## config.mk

```make
export PLATFORM = sky130hd
export DESIGN_NAME = supply_guard_ctrl
export DESIGN_NICKNAME = d
export VERILOG_FILES = /design/src/rtl/supply_guard_pkg.sv /design/src/rtl/sg_sync_pipe.sv /design/src/rtl/sg_tick_gen.sv /design/src/rtl/sg_delay_timer.sv /design/src/rtl/supply_guard_ctrl.sv
export SDC_FILE = /design/constraint.sdc
export NUM_CORES = 1
export LEC_CHECK = 0
export BUFFER_PORTS_ARGS = -buffer_cell sky130_fd_sc_hd__buf_4
export CORE_MARGIN = 1.5
export CORE_UTILIZATION = 41
export DETAILED_ROUTE_END_ITERATION = 8
export SYNTH_ARGS = -nofsm -noshare
export SYNTH_HDL_FRONTEND = slang
export SYNTH_SLANG_ARGS = --single-unit
```

## constraint.sdc

```tcl
create_clock -name clk -period 4.1 [get_ports clk]
set_input_delay 0.615 -clock clk [delete_from_list [all_inputs] [get_ports clk]]
set_output_delay 0.615 -clock clk [all_outputs]
set_load 0.05 [all_outputs]
```

## src/rtl/supply_guard_pkg.sv

```systemverilog
package supply_guard_pkg;

  typedef enum logic [2:0] {
    SG_FAULT     = 3'd0,
    SG_WAIT_ON   = 3'd1,
    SG_WAIT_FLAG = 3'd2,
    SG_ON        = 3'd3,
    SG_DISABLED  = 3'd4
  } sg_state_e;

endpackage

```

## src/rtl/sg_sync_pipe.sv

```systemverilog
module sg_sync_pipe #(
  parameter int          WIDTH     = 4,
  parameter int          STAGES    = 2,
  parameter logic [WIDTH-1:0] RESET_VAL = '0
) (
  input  logic             clk,
  input  logic             rst_n,
  input  logic [WIDTH-1:0] d,
  output logic [WIDTH-1:0] q
);

  logic [STAGES-1:0][WIDTH-1:0] pipe_q;

  always_ff @(posedge clk or negedge rst_n) begin
    if (!rst_n) begin
      for (int s = 0; s < STAGES; s++) pipe_q[s] <= RESET_VAL;
    end else begin
      pipe_q[0] <= d;
      for (int s = 1; s < STAGES; s++) pipe_q[s] <= pipe_q[s-1];
    end
  end

  assign q = pipe_q[STAGES-1];

endmodule

```

## src/rtl/sg_tick_gen.sv

```systemverilog
module sg_tick_gen #(
  parameter int DIV = 200000
) (
  input  logic clk,
  input  logic rst_n,
  input  logic run,
  output logic tick
);

  generate
    if (DIV <= 1) begin : g_passthru
      assign tick = run;
    end else begin : g_count
      localparam int CW = $clog2(DIV);
      localparam logic [CW-1:0] LAST = CW'(DIV - 1);

      logic [CW-1:0] cnt_q, cnt_d;
      logic          cnt_en;

      assign cnt_en = 1'b1;

      always_comb begin
        if (!run)               cnt_d = '0;
        else if (cnt_q == LAST) cnt_d = '0;
        else                    cnt_d = cnt_q + 1'b1;
      end

      always_ff @(posedge clk or negedge rst_n) begin
        if (!rst_n)      cnt_q <= '0;
        else if (cnt_en) cnt_q <= cnt_d;
      end

      assign tick = run && (cnt_q == LAST);
    end
  endgenerate

endmodule

```

## src/rtl/sg_delay_timer.sv

```systemverilog
module sg_delay_timer #(
  parameter int TICK_DIV = 200000,
  parameter int DELAY_MS = 30
) (
  input  logic clk,
  input  logic rst_n,
  input  logic run,
  output logic expired
);

  localparam int MW = $clog2(DELAY_MS + 1);
  localparam logic [MW-1:0] LIMIT = MW'(DELAY_MS);

  logic          tick;
  logic [MW-1:0] ms_q, ms_d;
  logic          ms_en;

  sg_tick_gen #(.DIV(TICK_DIV)) u_tick (
    .clk  (clk),
    .rst_n(rst_n),
    .run  (run),
    .tick (tick)
  );

  // Clear when idle, count ticks while running, hold at the limit.
  assign ms_en = !run || (tick && (ms_q != LIMIT));

  always_comb begin
    if (!run) ms_d = '0;
    else      ms_d = ms_q + 1'b1;
  end

  always_ff @(posedge clk or negedge rst_n) begin
    if (!rst_n)     ms_q <= '0;
    else if (ms_en) ms_q <= ms_d;
  end

  assign expired = run && (ms_q == LIMIT);

endmodule

```

## src/rtl/supply_guard_ctrl.sv

```systemverilog
module supply_guard_ctrl #(
  parameter int TICK_DIV      = 200000,
  parameter int ON_DELAY_MS   = 30,
  parameter int FLAG_DELAY_MS = 30,
  parameter int SYNC_STAGES   = 2
) (
  input  logic clk,
  input  logic rst_n,
  input  logic uv_low_i,
  input  logic ov_high_i,
  input  logic ot_hot_i,
  input  logic shdn_i,
  output logic gate_en_o,
  output logic flag_pull_low_o
);
  import supply_guard_pkg::*;

  localparam int NUM_IN = 4;
  // Bit order: {shutdown, overtemp, overvoltage, undervoltage}; faults reset as present.
  localparam logic [NUM_IN-1:0] IN_RESET = 4'b0111;

  // Reset: asynchronous assert, synchronous release.
  logic rst_meta_q, rst_sync_n;

  always_ff @(posedge clk or negedge rst_n) begin
    if (!rst_n) begin
      rst_meta_q <= 1'b0;
      rst_sync_n <= 1'b0;
    end else begin
      rst_meta_q <= 1'b1;
      rst_sync_n <= rst_meta_q;
    end
  end

  // Input synchronizers.
  logic [NUM_IN-1:0] raw_in, sync_in;
  logic              fault_s, shdn_s;

  assign raw_in = {shdn_i, ot_hot_i, ov_high_i, uv_low_i};

  sg_sync_pipe #(
    .WIDTH    (NUM_IN),
    .STAGES   (SYNC_STAGES),
    .RESET_VAL(IN_RESET)
  ) u_sync (
    .clk  (clk),
    .rst_n(rst_sync_n),
    .d    (raw_in),
    .q    (sync_in)
  );

  assign fault_s = |sync_in[2:0];
  assign shdn_s  = sync_in[3];

  // Series timers.
  sg_state_e state_q, state_d;
  logic      on_run, flag_run, on_expired, flag_expired;

  assign on_run   = (state_q == SG_WAIT_ON);
  assign flag_run = (state_q == SG_WAIT_FLAG);

  sg_delay_timer #(.TICK_DIV(TICK_DIV), .DELAY_MS(ON_DELAY_MS)) u_on_timer (
    .clk    (clk),
    .rst_n  (rst_sync_n),
    .run    (on_run),
    .expired(on_expired)
  );

  sg_delay_timer #(.TICK_DIV(TICK_DIV), .DELAY_MS(FLAG_DELAY_MS)) u_flag_timer (
    .clk    (clk),
    .rst_n  (rst_sync_n),
    .run    (flag_run),
    .expired(flag_expired)
  );

  // Next state.
  always_comb begin
    state_d = state_q;
    unique case (state_q)
      SG_FAULT:     if (!fault_s) state_d = shdn_s ? SG_DISABLED : SG_WAIT_ON;
      SG_WAIT_ON:   if (shdn_s) state_d = SG_DISABLED;
                    else if (on_expired) state_d = SG_WAIT_FLAG;
      SG_WAIT_FLAG: if (shdn_s) state_d = SG_DISABLED;
                    else if (flag_expired) state_d = SG_ON;
      SG_ON:        if (shdn_s) state_d = SG_DISABLED;
      SG_DISABLED:  if (!shdn_s) state_d = SG_WAIT_ON;
      default:      state_d = SG_FAULT;
    endcase
    if (fault_s) state_d = SG_FAULT;
  end

  // Registered outputs, decoded from the next state.
  logic gate_d, flag_low_d, gate_q, flag_low_q;

  always_comb begin
    gate_d     = (state_d == SG_WAIT_FLAG) || (state_d == SG_ON);
    flag_low_d = flag_low_q;
    if (state_d == SG_FAULT)                                flag_low_d = 1'b1;
    else if ((state_d == SG_ON) || (state_d == SG_DISABLED)) flag_low_d = 1'b0;
  end

  always_ff @(posedge clk or negedge rst_sync_n) begin
    if (!rst_sync_n) begin
      state_q    <= SG_FAULT;
      gate_q     <= 1'b0;
      flag_low_q <= 1'b1;
    end else begin
      state_q    <= state_d;
      gate_q     <= gate_d;
      flag_low_q <= flag_low_d;
    end
  end

  assign gate_en_o       = gate_q;
  assign flag_pull_low_o = flag_low_q;

endmodule

```

==> results.sh <==
export IMPL_worstHoldPathType="input pin to async pin"
export IMPL_period_needed_ns=2.30
export IMPL_design_area_mm2=0.00326
export IMPL_clk_pin_slew_ns=0.06
export IMPL_status="complete, no violations"
export IMPL_wl_um=5280
export IMPL_startpoint_type="flip-flop"
export IMPL_reg2reg_from="u_flag_timer.u_tick.g_count.cnt_q[0]"
export IMPL_slowest_delay_ns=0.84
export IMPL_cts_path_max_buffers=2
export IMPL_grtUsageMet2_pct=22.0
export IMPL_wl_per_cell_um=13.2
export IMPL_grt_pass1_wl_um=9220
export IMPL_worst_slew_pin_slew_ns=1.02
export IMPL_dp_cells=385
export IMPL_p_per_area_mw_per_mm2=344
export IMPL_whs_ns=0.0632
export IMPL_vias=2075
export IMPL_clock_latency_ns=0.32
export IMPL_netlist_instances=286
export IMPL_ys_types=41
export IMPL_fin_cells=401
export IMPL_cpMaxStageDelayCell="o21ai_1"
export IMPL_hpwl_um=3600
export IMPL_final_common_cell="dfrtp_1"
export IMPL_fillCellCount=655
export IMPL_grt_busiest_layer="met1"
export IMPL_synth_top_flop_cell="dfrtp_1"
export IMPL_peakVddDrop_v=0.000178
export IMPL_viasPerCell=5.17
export IMPL_synth_top_cells_by_area="dfrtp_1 46%, dfstp_2 6.3%, xnor2_1 5.7%"
export IMPL_detailed_place_area_mm2=0.00308
export IMPL_worst_path_max_fanout=15
export IMPL_setup_tns_ns=0
export IMPL_die_w_um=87.3
export IMPL_grt_usage_pct=15.5
export IMPL_met3_usage_pct=3.22
export IMPL_finalWorstSetupSlack_ns=1.80
export IMPL_finClkSkew_ns=0.00357
export IMPL_total_power_mw=1.12
export IMPL_num_antenna_cells=0
export IMPL_endpoint_kind="flip-flop"
export IMPL_cp_data_arrival_time_ns=2.46
export IMPL_final_core_util_pct=47.7
export IMPL_yosys_warnings=0
export IMPL_firstDrtPassIters=4
export IMPL_cts_root_buf="clkbuf_8"
export IMPL_post_cts_buffers=0
export IMPL_hold_buffers=0
export IMPL_leakage_nw=1.20
export IMPL_dp_slack_ns=1.76
export IMPL_core_area_mm2=0.00683
export IMPL_max_freq_mhz=434
export IMPL_setup_worst_path_start="u_flag_timer.u_tick.g_count.cnt_q[0]"
export IMPL_async_reset_ff_share_pct=100
export IMPL_fp_row_count=30
export IMPL_htreeDepth=3
export IMPL_reg2regPathDepth=5
export IMPL_grt_overflow=0
export IMPL_hold_viol=0
export IMPL_cp_cell_sequence="ha_1 -> and4_2 -> nand3_1 -> o21ai_1 -> nor2_1"
export IMPL_portBuffers=7
export IMPL_cts_made_buffers=9
export IMPL_max_cap_violations=0
export IMPL_synth_largest_area_cell="dfrtp_1"
export IMPL_cts_resized=0
export IMPL_die_height_um=87.3
export IMPL_area_delta_synth_final_pct=11.7
export IMPL_finalSetupViolations=0
export IMPL_relSlewSlack_pct=31.5
export IMPL_synth_edf_count=0
export IMPL_cts_tree="built"
export IMPL_drt_first_iter_violations=113
export IMPL_place_congestion=0.816
export IMPL_io_pins=8
export IMPL_ys_ff_latch=61
export IMPL_grt_pass1_vias=1994
export IMPL_min_period_over_period_pct=56.2
export IMPL_mostFrequentLayoutCells="53 x dfrtp_1, 43 x nor2_1, 19 x xnor2_1"
export IMPL_cts_sinks=61
export IMPL_criticalPathCategory="flip-flop to flip-flop"
export IMPL_avgSynthCellArea_um2=10.2
export IMPL_grt_antenna_before_repair=0
export IMPL_ant_nets=0
export IMPL_rsz0062_at_grt="false"
export IMPL_synth_top_cell_area_share_pct=46.4
export IMPL_use_met1_pct=22.8
export IMPL_crit_required_ns=4.26
export IMPL_syn_area_mm2=0.00292
export IMPL_drc=0
export IMPL_ys_seq_area_share_pct=52.7
export IMPL_grt_max_degree=40
export IMPL_drv_slew=0
export IMPL_synth_fp_nets=298
export IMPL_start_util_pct=42.7
export IMPL_drive_gt1_share_pct=12.5
export IMPL_die_area_mm2=0.00763
export IMPL_nets=312
-- cell usage after synthesis (2+ instances only) --
master    count
dfrtp_1      54
nor2_1       43
xnor2_1      19
nand3_1      18
nand2_1      14
nand4_1      14
a21oi_1      13
inv_1         9
nor4_1        9
or4_1         9
xor2_1        9
nor3_1        8
o21ai_0       8
dfstp_2       7
ha_1          6
o31ai_1       5
and3_1        4
and4_1        4
and2_1        3
clkbuf_1      3
mux2i_1       3
buf_2         2
nor4b_1       2
nor4bb_1      2
or3_1         2
-- worst paths after layout --
path / to / slack [ns]
worst min register to register: u_on_timer.u_tick.g_count.cnt_q[2] / 0.21
worst max register to register: u_flag_timer.u_tick.g_count.cnt_q[6] / 1.80
worst max-delay path: u_flag_timer.u_tick.g_count.cnt_q[6] / 1.80
worst min-delay path: rst_meta_q / 0.06
min in group clk: rst_sync_n / 0.35
max in group asynchronous: flag_pull_low_o / 3.03
-- logic make-up after synthesis --
group	synth area share, %
mux	1.03
other cells	0.129
simple gates	26.7
compound gates	6.57
xor+xnor	8.41
fa+ha+maj	2.58
buf+inv	1.89
flops	52.7
-- registers in the layout, summed over array words and instances (netlist names) --
| signal | flops |
|---|---|
| u_flag_timer.u_tick.g_count.cnt_q | 18 |
| u_on_timer.u_tick.g_count.cnt_q | 18 |
| u_flag_timer.ms_q | 5 |
| u_on_timer.ms_q | 5 |
| u_sync.pipe_q | 4 |
| u_sync.q | 4 |
| state_q | 3 |
| flag_pull_low_o | 1 |
| gate_en_o | 1 |
| rst_meta_q | 1 |
| rst_sync_n | 1 |
-- per-layer routing --
metal | vias up | wire (um)
met3 | 2 | 140
met2 | 24 | 2240
li1 | 1062 | -
met4 | 0 | 32
met1 | 987 | 2860
met5 | - | 0
-- layout make-up --
type / instances / area (um^2) / share of cell area (%)
flip-flops and latches: 61 / 1540 / 47.2
inverters: 9 / 33.8 / 1.04
well taps: 96 / 120 / 3.69
clock inverters: 1 / 5.00 / 0.154
repair buffers: 8 / 60.1 / 1.84
clock buffers: 15 / 176 / 5.42
multi-input cells: 211 / 1330 / 40.7
-- critical path, delay by kind of cell (launching register included) --
| kind | cells | cell delay [ns] |
|---|---|---|
| adders and majority gates | 1 | 0.27 |
| and+or+nand+nor | 3 | 0.57 |
| AOI/OAI and AO/OA | 1 | 0.84 |
| DFF | 1 | 0.45 |
-- report_power, final --
group / internal (mW) / switching (mW)
sequential: 0.611 / 0.00631
combinational: 0.00553 / 0.0126
clock: 0.269 / 0.214
total: 0.885 / 0.233
(Power assumes the default switching activity.)
